==> config.mk <==
export PLATFORM = sky130hd
export DESIGN_NAME = flash_cmd_gate
export DESIGN_NICKNAME = d
export VERILOG_FILES = /design/src/rtl/fgate_pkg.sv /design/src/rtl/fgate_unlock.sv /design/src/rtl/fgate_erase.sv /design/src/rtl/fgate_pwe.sv /design/src/rtl/flash_cmd_gate.sv
export SDC_FILE = /design/constraint.sdc
export NUM_CORES = 1
export LEC_CHECK = 0
export BUFFER_PORTS_ARGS = -buffer_cell sky130_fd_sc_hd__buf_2
export CAP_MARGIN = 20
export CORE_UTILIZATION = 46
export CTS_CLUSTER_DIAMETER = 40
export DETAILED_ROUTE_END_ITERATION = 10
export GPL_TIMING_DRIVEN = 0
export PLACE_DENSITY = 0.82
export SYNTH_ARGS = -nofsm -noshare
export SYNTH_HDL_FRONTEND = slang
export SYNTH_SLANG_ARGS = --single-unit
==> constraint.sdc <==
create_clock -name clk_i -period 1.56 [get_ports clk_i]
set_input_delay 0.234 -clock clk_i [delete_from_list [all_inputs] [get_ports clk_i]]
set_output_delay 0.234 -clock clk_i [all_outputs]
set_load 0.005 [all_outputs]
==> src/rtl/fgate_pkg.sv <==
package fgate_pkg;
  typedef enum logic [1:0] {
    SEL_TRIG = 2'd0,
    SEL_PAGE = 2'd1,
    SEL_CTRL = 2'd2,
    SEL_KEY  = 2'd3
  } fgate_sel_e;

  localparam int unsigned CTRL_PWE_BIT = 0;
  localparam int unsigned CTRL_MEN_BIT = 1;
  localparam int unsigned NUM_KINDS    = 2;
  localparam int unsigned KIND_PAGE    = 0;
  localparam int unsigned KIND_MASS    = 1;
endpackage

==> src/rtl/fgate_unlock.sv <==
module fgate_unlock #(
  parameter int unsigned DATA_W     = 8,
  parameter int unsigned KEY_W      = 4,
  parameter int unsigned UNLOCK_KEY = 2
) (
  input  logic              clk_i,
  input  logic              rst_ni,
  input  logic              key_wr_i,
  input  logic [DATA_W-1:0] wdata_i,
  output logic              unlocked_o
);
  localparam int unsigned KEY_LSB = DATA_W - KEY_W;

  logic [KEY_W-1:0] key_q;

  always_ff @(posedge clk_i or negedge rst_ni) begin
    if (!rst_ni)       key_q <= '0;
    else if (key_wr_i) key_q <= wdata_i[KEY_LSB +: KEY_W];
  end

  assign unlocked_o = (key_q == KEY_W'(UNLOCK_KEY));

  // unlock state moves only on a key write
  a_r7_key_stable: assert property (@(posedge clk_i) disable iff (!rst_ni)
    !key_wr_i |=> $stable(unlocked_o));
endmodule

==> src/rtl/fgate_erase.sv <==
module fgate_erase
  import fgate_pkg::*;
#(
  parameter int unsigned     DATA_W    = 8,
  parameter int unsigned     PAGE_W    = 6,
  parameter logic [DATA_W-1:0] PAGE_CODE = 8'h55,
  parameter logic [DATA_W-1:0] MASS_CODE = 8'hAA
) (
  input  logic              clk_i,
  input  logic              rst_ni,
  input  logic              trig_wr_i,
  input  logic              page_wr_i,
  input  logic              ctrl_wr_i,
  input  logic [DATA_W-1:0] wdata_i,
  input  logic              unlocked_i,
  input  logic              dbg_en_i,
  output logic              page_erase_o,
  output logic              mass_erase_o,
  output logic [PAGE_W-1:0] page_o
);
  localparam int unsigned PAGE_LSB = DATA_W - PAGE_W;

  logic [NUM_KINDS-1:0]             arm_q, arm_ld, arm_val, fire, gate_ok, strobe_q;
  logic [NUM_KINDS-1:0][DATA_W-1:0] code;
  logic [PAGE_W-1:0]                page_q;

  assign code[KIND_PAGE]    = PAGE_CODE;
  assign code[KIND_MASS]    = MASS_CODE;
  assign arm_ld[KIND_PAGE]  = page_wr_i;
  assign arm_val[KIND_PAGE] = 1'b1;
  assign arm_ld[KIND_MASS]  = ctrl_wr_i;
  assign arm_val[KIND_MASS] = wdata_i[CTRL_MEN_BIT];
  assign gate_ok[KIND_PAGE] = 1'b1;
  assign gate_ok[KIND_MASS] = dbg_en_i;

  for (genvar k = 0; k < NUM_KINDS; k++) begin : g_kind
    assign fire[k] = trig_wr_i && (wdata_i == code[k]) && arm_q[k] && unlocked_i && gate_ok[k];

    always_ff @(posedge clk_i or negedge rst_ni) begin
      if (!rst_ni) begin
        arm_q[k]    <= 1'b0;
        strobe_q[k] <= 1'b0;
      end else begin
        strobe_q[k] <= fire[k];
        if (arm_ld[k])    arm_q[k] <= arm_val[k];
        else if (fire[k]) arm_q[k] <= 1'b0;
      end
    end

    // a strobe is never followed by another without re-arming
    a_r3_single_use: assert property (@(posedge clk_i) disable iff (!rst_ni)
      strobe_q[k] |-> !arm_q[k] || $past(arm_ld[k]));
    // a trigger that does not fire keeps the arming
    a_r5_arm_kept: assert property (@(posedge clk_i) disable iff (!rst_ni)
      (!arm_ld[k] && !fire[k]) |=> $stable(arm_q[k]));
  end

  always_ff @(posedge clk_i or negedge rst_ni) begin
    if (!rst_ni)        page_q <= '0;
    else if (page_wr_i) page_q <= wdata_i[PAGE_LSB +: PAGE_W];
  end

  assign page_erase_o = strobe_q[KIND_PAGE];
  assign mass_erase_o = strobe_q[KIND_MASS];
  assign page_o       = page_q;

  // strobes last one cycle
  a_r2_page_one_cycle: assert property (@(posedge clk_i) disable iff (!rst_ni)
    page_erase_o |=> !page_erase_o);
  a_r4_mass_one_cycle: assert property (@(posedge clk_i) disable iff (!rst_ni)
    mass_erase_o |=> !mass_erase_o);
  // mass strobe needs the debug port in the trigger cycle
  a_r4_mass_needs_dbg: assert property (@(posedge clk_i) disable iff (!rst_ni)
    $rose(mass_erase_o) |-> $past(dbg_en_i) && $past(trig_wr_i));
  // no strobe unless unlocked in the trigger cycle
  a_r7_erase_locked: assert property (@(posedge clk_i) disable iff (!rst_ni)
    (page_erase_o || mass_erase_o) |-> $past(unlocked_i));
  // page number holds between page writes
  a_r8_page_hold: assert property (@(posedge clk_i) disable iff (!rst_ni)
    !page_wr_i |=> $stable(page_o));
endmodule

==> src/rtl/fgate_pwe.sv <==
module fgate_pwe
  import fgate_pkg::*;
#(
  parameter int unsigned DATA_W = 8
) (
  input  logic              clk_i,
  input  logic              rst_ni,
  input  logic              ctrl_wr_i,
  input  logic [DATA_W-1:0] wdata_i,
  input  logic              irq_en_i,
  input  logic              flash_wr_i,
  input  logic              unlocked_i,
  output logic              prog_mode_o
);
  logic pwe_q;

  always_ff @(posedge clk_i or negedge rst_ni) begin
    if (!rst_ni)                     pwe_q <= 1'b0;
    else if (flash_wr_i)             pwe_q <= 1'b0;
    else if (ctrl_wr_i && !irq_en_i) pwe_q <= wdata_i[CTRL_PWE_BIT];
  end

  assign prog_mode_o = pwe_q && unlocked_i;

  // a flash byte write clears the bit
  a_r9_self_clear: assert property (@(posedge clk_i) disable iff (!rst_ni)
    flash_wr_i |=> !pwe_q);
  // writes blocked while interrupts are enabled
  a_r10_irq_block: assert property (@(posedge clk_i) disable iff (!rst_ni)
    (irq_en_i && !flash_wr_i) |=> $stable(pwe_q));
  // locked means no program mode
  a_r7_prog_locked: assert property (@(posedge clk_i) disable iff (!rst_ni)
    !unlocked_i |-> !prog_mode_o);
endmodule

==> src/rtl/flash_cmd_gate.sv <==
module flash_cmd_gate
  import fgate_pkg::*;
#(
  parameter int unsigned       DATA_W     = 8,
  parameter int unsigned       PAGE_W     = 6,
  parameter int unsigned       KEY_W      = 4,
  parameter int unsigned       UNLOCK_KEY = 2,
  parameter logic [DATA_W-1:0] PAGE_CODE  = 8'h55,
  parameter logic [DATA_W-1:0] MASS_CODE  = 8'hAA
) (
  input  logic              clk_i,
  input  logic              rst_ni,
  input  logic              reg_we_i,
  input  logic [1:0]        reg_sel_i,
  input  logic [DATA_W-1:0] reg_wdata_i,
  input  logic              irq_en_i,
  input  logic              dbg_en_i,
  input  logic              flash_wr_i,
  output logic              page_erase_o,
  output logic              mass_erase_o,
  output logic [PAGE_W-1:0] page_o,
  output logic              prog_mode_o
);
  fgate_sel_e sel;
  logic       trig_wr, page_wr, ctrl_wr, key_wr, unlocked;

  assign sel     = fgate_sel_e'(reg_sel_i);
  assign trig_wr = reg_we_i && (sel == SEL_TRIG);
  assign page_wr = reg_we_i && (sel == SEL_PAGE);
  assign ctrl_wr = reg_we_i && (sel == SEL_CTRL);
  assign key_wr  = reg_we_i && (sel == SEL_KEY);

  fgate_unlock #(
    .DATA_W(DATA_W), .KEY_W(KEY_W), .UNLOCK_KEY(UNLOCK_KEY)
  ) i_unlock (
    .clk_i(clk_i), .rst_ni(rst_ni), .key_wr_i(key_wr),
    .wdata_i(reg_wdata_i), .unlocked_o(unlocked)
  );

  fgate_erase #(
    .DATA_W(DATA_W), .PAGE_W(PAGE_W), .PAGE_CODE(PAGE_CODE), .MASS_CODE(MASS_CODE)
  ) i_erase (
    .clk_i(clk_i), .rst_ni(rst_ni), .trig_wr_i(trig_wr), .page_wr_i(page_wr),
    .ctrl_wr_i(ctrl_wr), .wdata_i(reg_wdata_i), .unlocked_i(unlocked),
    .dbg_en_i(dbg_en_i), .page_erase_o(page_erase_o), .mass_erase_o(mass_erase_o),
    .page_o(page_o)
  );

  fgate_pwe #(
    .DATA_W(DATA_W)
  ) i_pwe (
    .clk_i(clk_i), .rst_ni(rst_ni), .ctrl_wr_i(ctrl_wr), .wdata_i(reg_wdata_i),
    .irq_en_i(irq_en_i), .flash_wr_i(flash_wr_i), .unlocked_i(unlocked),
    .prog_mode_o(prog_mode_o)
  );

  // page and mass strobes never coincide
  a_r2_strobe_excl: assert property (@(posedge clk_i) disable iff (!rst_ni)
    $onehot0({page_erase_o, mass_erase_o}));
endmodule

==> qor.csv <==
stage,metric,value,unit
clocking,CTS-repair resized insts,0,
setup_path,highest net fanout along the worst path,2,
layout,share of cells above drive strength 1,56.1,%
sta,total of endpoints with negative setup slack in the final report,0,
setup_path,CP arrival,1240,ps
setup_path,critical path's largest stage delay,410,ps
clocking,number of buffers created by CTS,3,
global_routing,overflow left after global routing,0,
sta,fmax,0.678,GHz
place,pre-CTS setup slack,283,ps
sta,time the worst path needs with I/O delays and setup,1470,ps
setup_path,list of cells traversed by the critical path,"nor4b_4, and2_1, buf_2",
layout,Layout Cell Area excl Fill,900,sq um
route,Pre-Repair DR Iteration Count,3,
synth,Yosys warning count,0,
setup_path,CP Launch Type,flip-flop,
clocking,sink count of the clock tree,15,
global_routing,first-pass GRT wire length,1890,um
synth,synthesized flop and latch total,15,
run_status,outcome,"finished, final reports clean",
global_routing,total global-route track usage,18.2,%
setup_path,R2R setup slack,160,ps
route,number of antenna-violating nets in the routed design,0,
layout,multi-input combinational cell area,315,sq um
synth,count of cell types in the netlist,24,
sta,slack of the critical path,85.3,ps
layout,area overhead of the layout relative to synthesis,29.5,%
place,half-perimeter wire length after detailed placement,990,um
power_and_ir_drop,power per standard cell area,967,nW/um^2
synth,"Seq/Total Area, Yosys",54.1,%
global_routing,initial antenna violation count,0,
clocking,insertion delay to the later sink of the worst-skew pair,280,ps
setup_path,cell with the biggest individual delay on the critical path,dfrtp_1,
die,y dimension of the die,40.9,um
setup_path,endpoint type of the worst setup path,output port,
sta,Final Max Tran Viols,0,
die,area of the die,1670,sq um
sta,Tightest Pin Transition,331,ps
setup_path,"Req. time, crit path",1330,ps
route,total length of routed wires,1330,um
sta,Setup Total Neg Slack,0,ps
place,last weighted congestion value of the routability-driven placer,0.753,
route,Starting DRT DRC Count,4,
global_routing,maximum number of pins on one net before global-route repair,16,
route,via count normalized by instance count,5.30,
min_path,Hold/Removal Path Class,input port to flip-flop,
route,Residual DRC,0,
sta,Fin Hold WS,98.9,ps
run,count of maximum capacitance violations,0,
layout,net total in the final layout,99,
die,count of boundary I/O pins,25,
synth,"Cell Area, Synth",694,sq um
synth,mean instance size in the synthesized netlist,14.2,sq um
setup_path,type of the worst setup path,flip-flop to output port,
place,count of buffers from port buffering,24,
clocking,CTS max path bufs,2,
clocking,number of H-tree levels,1,
layout,Storage cell area,375,sq um
power_and_ir_drop,peak ir drop on the vdd network,0.744,mV
layout,diode insertion count for antenna repair,0,
global_routing,via count of the first global-routing pass,461,
sta,Worst slew margin,77.9,%
clocking,CTS Root Cell,clkbuf_4,
die,core region area,1350,sq um
die,Cell Rows,13,
route,number of vias after detailed routing,514,
synth,number of nets produced by synthesis,65,
clocking,clock transition time at the flip-flop clock pins of the worst setup and hold paths,90,ps
power_and_ir_drop,leakage power,0.446,nW
clocking,clock tree from TritonCTS,yes,
sta,final-report hold violation count,0,
die,Starting Density,51.4,%
sta,Post-Route Skew,7.13,ps
die,Die Wd,40.9,um
route,average wire per standard cell,13.7,um
layout,fillcell total,103,
min_path,hold path cells,2,
synth,gate count of the mapped netlist,49,
setup_path,cell depth of the worst flop-to-flop path,5,
sta,final worst-path cycle share,94.5,%
place,placed cell areas,833,sq um
worst max-delay path: cells and delay by family, from the launching register on:
family,cells,cell delay [ps]
and+or+nand+nor,2,450
DFF,1,410
buffers and inverters,1,100
metal layers:
layer  global-route usage [%]  routed length [um]  vias up
li1                         -                   -      250
met1                     19.9                 598      248
met2                     31.3                 658       14
met3                     4.89                  61        2
met4                     10.0                  10        0
met5                        0                   0        -
cell usage in the layout (no fill, tap or decap), drive strengths merged, types with 2 or more instances in the layout:
master	count
buf	28
dfrtp	15
nand3b	2
clkbuf	4
nor4b	2
mux2	10
nor2	2
nor4bb	2
worst paths after layout:
| kind | from | end |
|---|---|---|
| hold / removal | flash_wr_i | i_pwe.pwe_q$_DFFE_PN0P_ |
| min in group asynchronous | rst_ni | i_pwe.pwe_q$_DFFE_PN0P_ |
| max in group asynchronous | rst_ni | i_erase.mass_erase_o$_DFF_PN0_ |
| setup reg to reg | i_unlock.key_q[0]$_DFFE_PN0P_ | i_erase.arm_q[0]$_DFFE_PN0P_ |
| hold reg to reg | i_erase.arm_q[0]$_DFFE_PN0P_ | i_erase.arm_q[0]$_DFFE_PN0P_ |
| setup / recovery | i_unlock.key_q[0]$_DFFE_PN0P_ | prog_mode_o |
per-stage QoR:
stage	util, %	power (mW)	std cells
after detailed placement	61.7	0.642	88
final	66.6	0.870	97
after global placement	61.7	0.636	88
after global routing	66.6	0.921	97
after CTS	64.4	0.860	93
after floorplan	-	0.561	49
what timing repair did:
| action | CTS | global route |
|---|---|---|
| buffers inserted | 0 | 4 |
| endpoints found under the setup margin | 1 | 1 |
| gates cloned | 0 | 0 |
| endpoints found under the hold margin | 15 | 0 |
| hold buffers | 1 | 0 |
| pin swaps | 1 | 1 |
cells by family (layout without fill, tap and decap cells):
family | Yosys count | in the layout | share of synthesized area, %
flops | 15 | 15 | 54.1
simple gates | 18 | 18 | 24.0
compound gates | 4 | 4 | 3.78
mux | 11 | 11 | 17.7
buf+inv | 1 | 34 | 0.540
synthesized netlist by cell type:
cell / n / area share, %
inv_1: 1 / 0.54
nand2b_1: 1 / 0.90
dfrtp_1: 15 / 54
nand3b_2: 1 / 1.6
nand4b_1: 1 / 1.3
nand4bb_1: 1 / 1.6
and2_1: 1 / 0.90
nand4_1: 1 / 0.90
a31oi_1: 1 / 0.90
nor4b_1: 1 / 1.3
nor4b_4: 1 / 3.4
nand3_1: 1 / 0.72
nand2_1: 1 / 0.54
mux2_2: 10 / 16
nor4bb_1: 2 / 2.9
o21ai_0: 1 / 0.72
nor4_1: 1 / 0.90
mux2i_1: 1 / 1.4
nor3b_2: 1 / 1.8
a21bo_2: 1 / 1.4
or3b_1: 1 / 1.3
nor2_1: 2 / 1.1
a21oi_1: 1 / 0.72
nand3b_4: 1 / 2.9
flip-flops by register name, indices dropped and copies added, names as in the netlist:
register              flops
i_erase.page_o            6
i_pwe.pwe_q               1
i_erase.page_erase_o      1
i_erase.mass_erase_o      1
i_unlock.key_q            4
i_erase.arm_q             2
report_power, final:
group	switching [mW]	internal [mW]
combinational	0.0680	0.110
sequential	0.0339	0.443
clock	0.116	0.0990
area by class of cell:
class	instances	area share [%]
multi-input cells	33	35.0
flip-flops and latches	15	41.7
inverters	1	0.417
clock buffers	4	2.92
repair buffers	29	17.8
well taps	15	2.09
(Power assumes the default switching activity.)
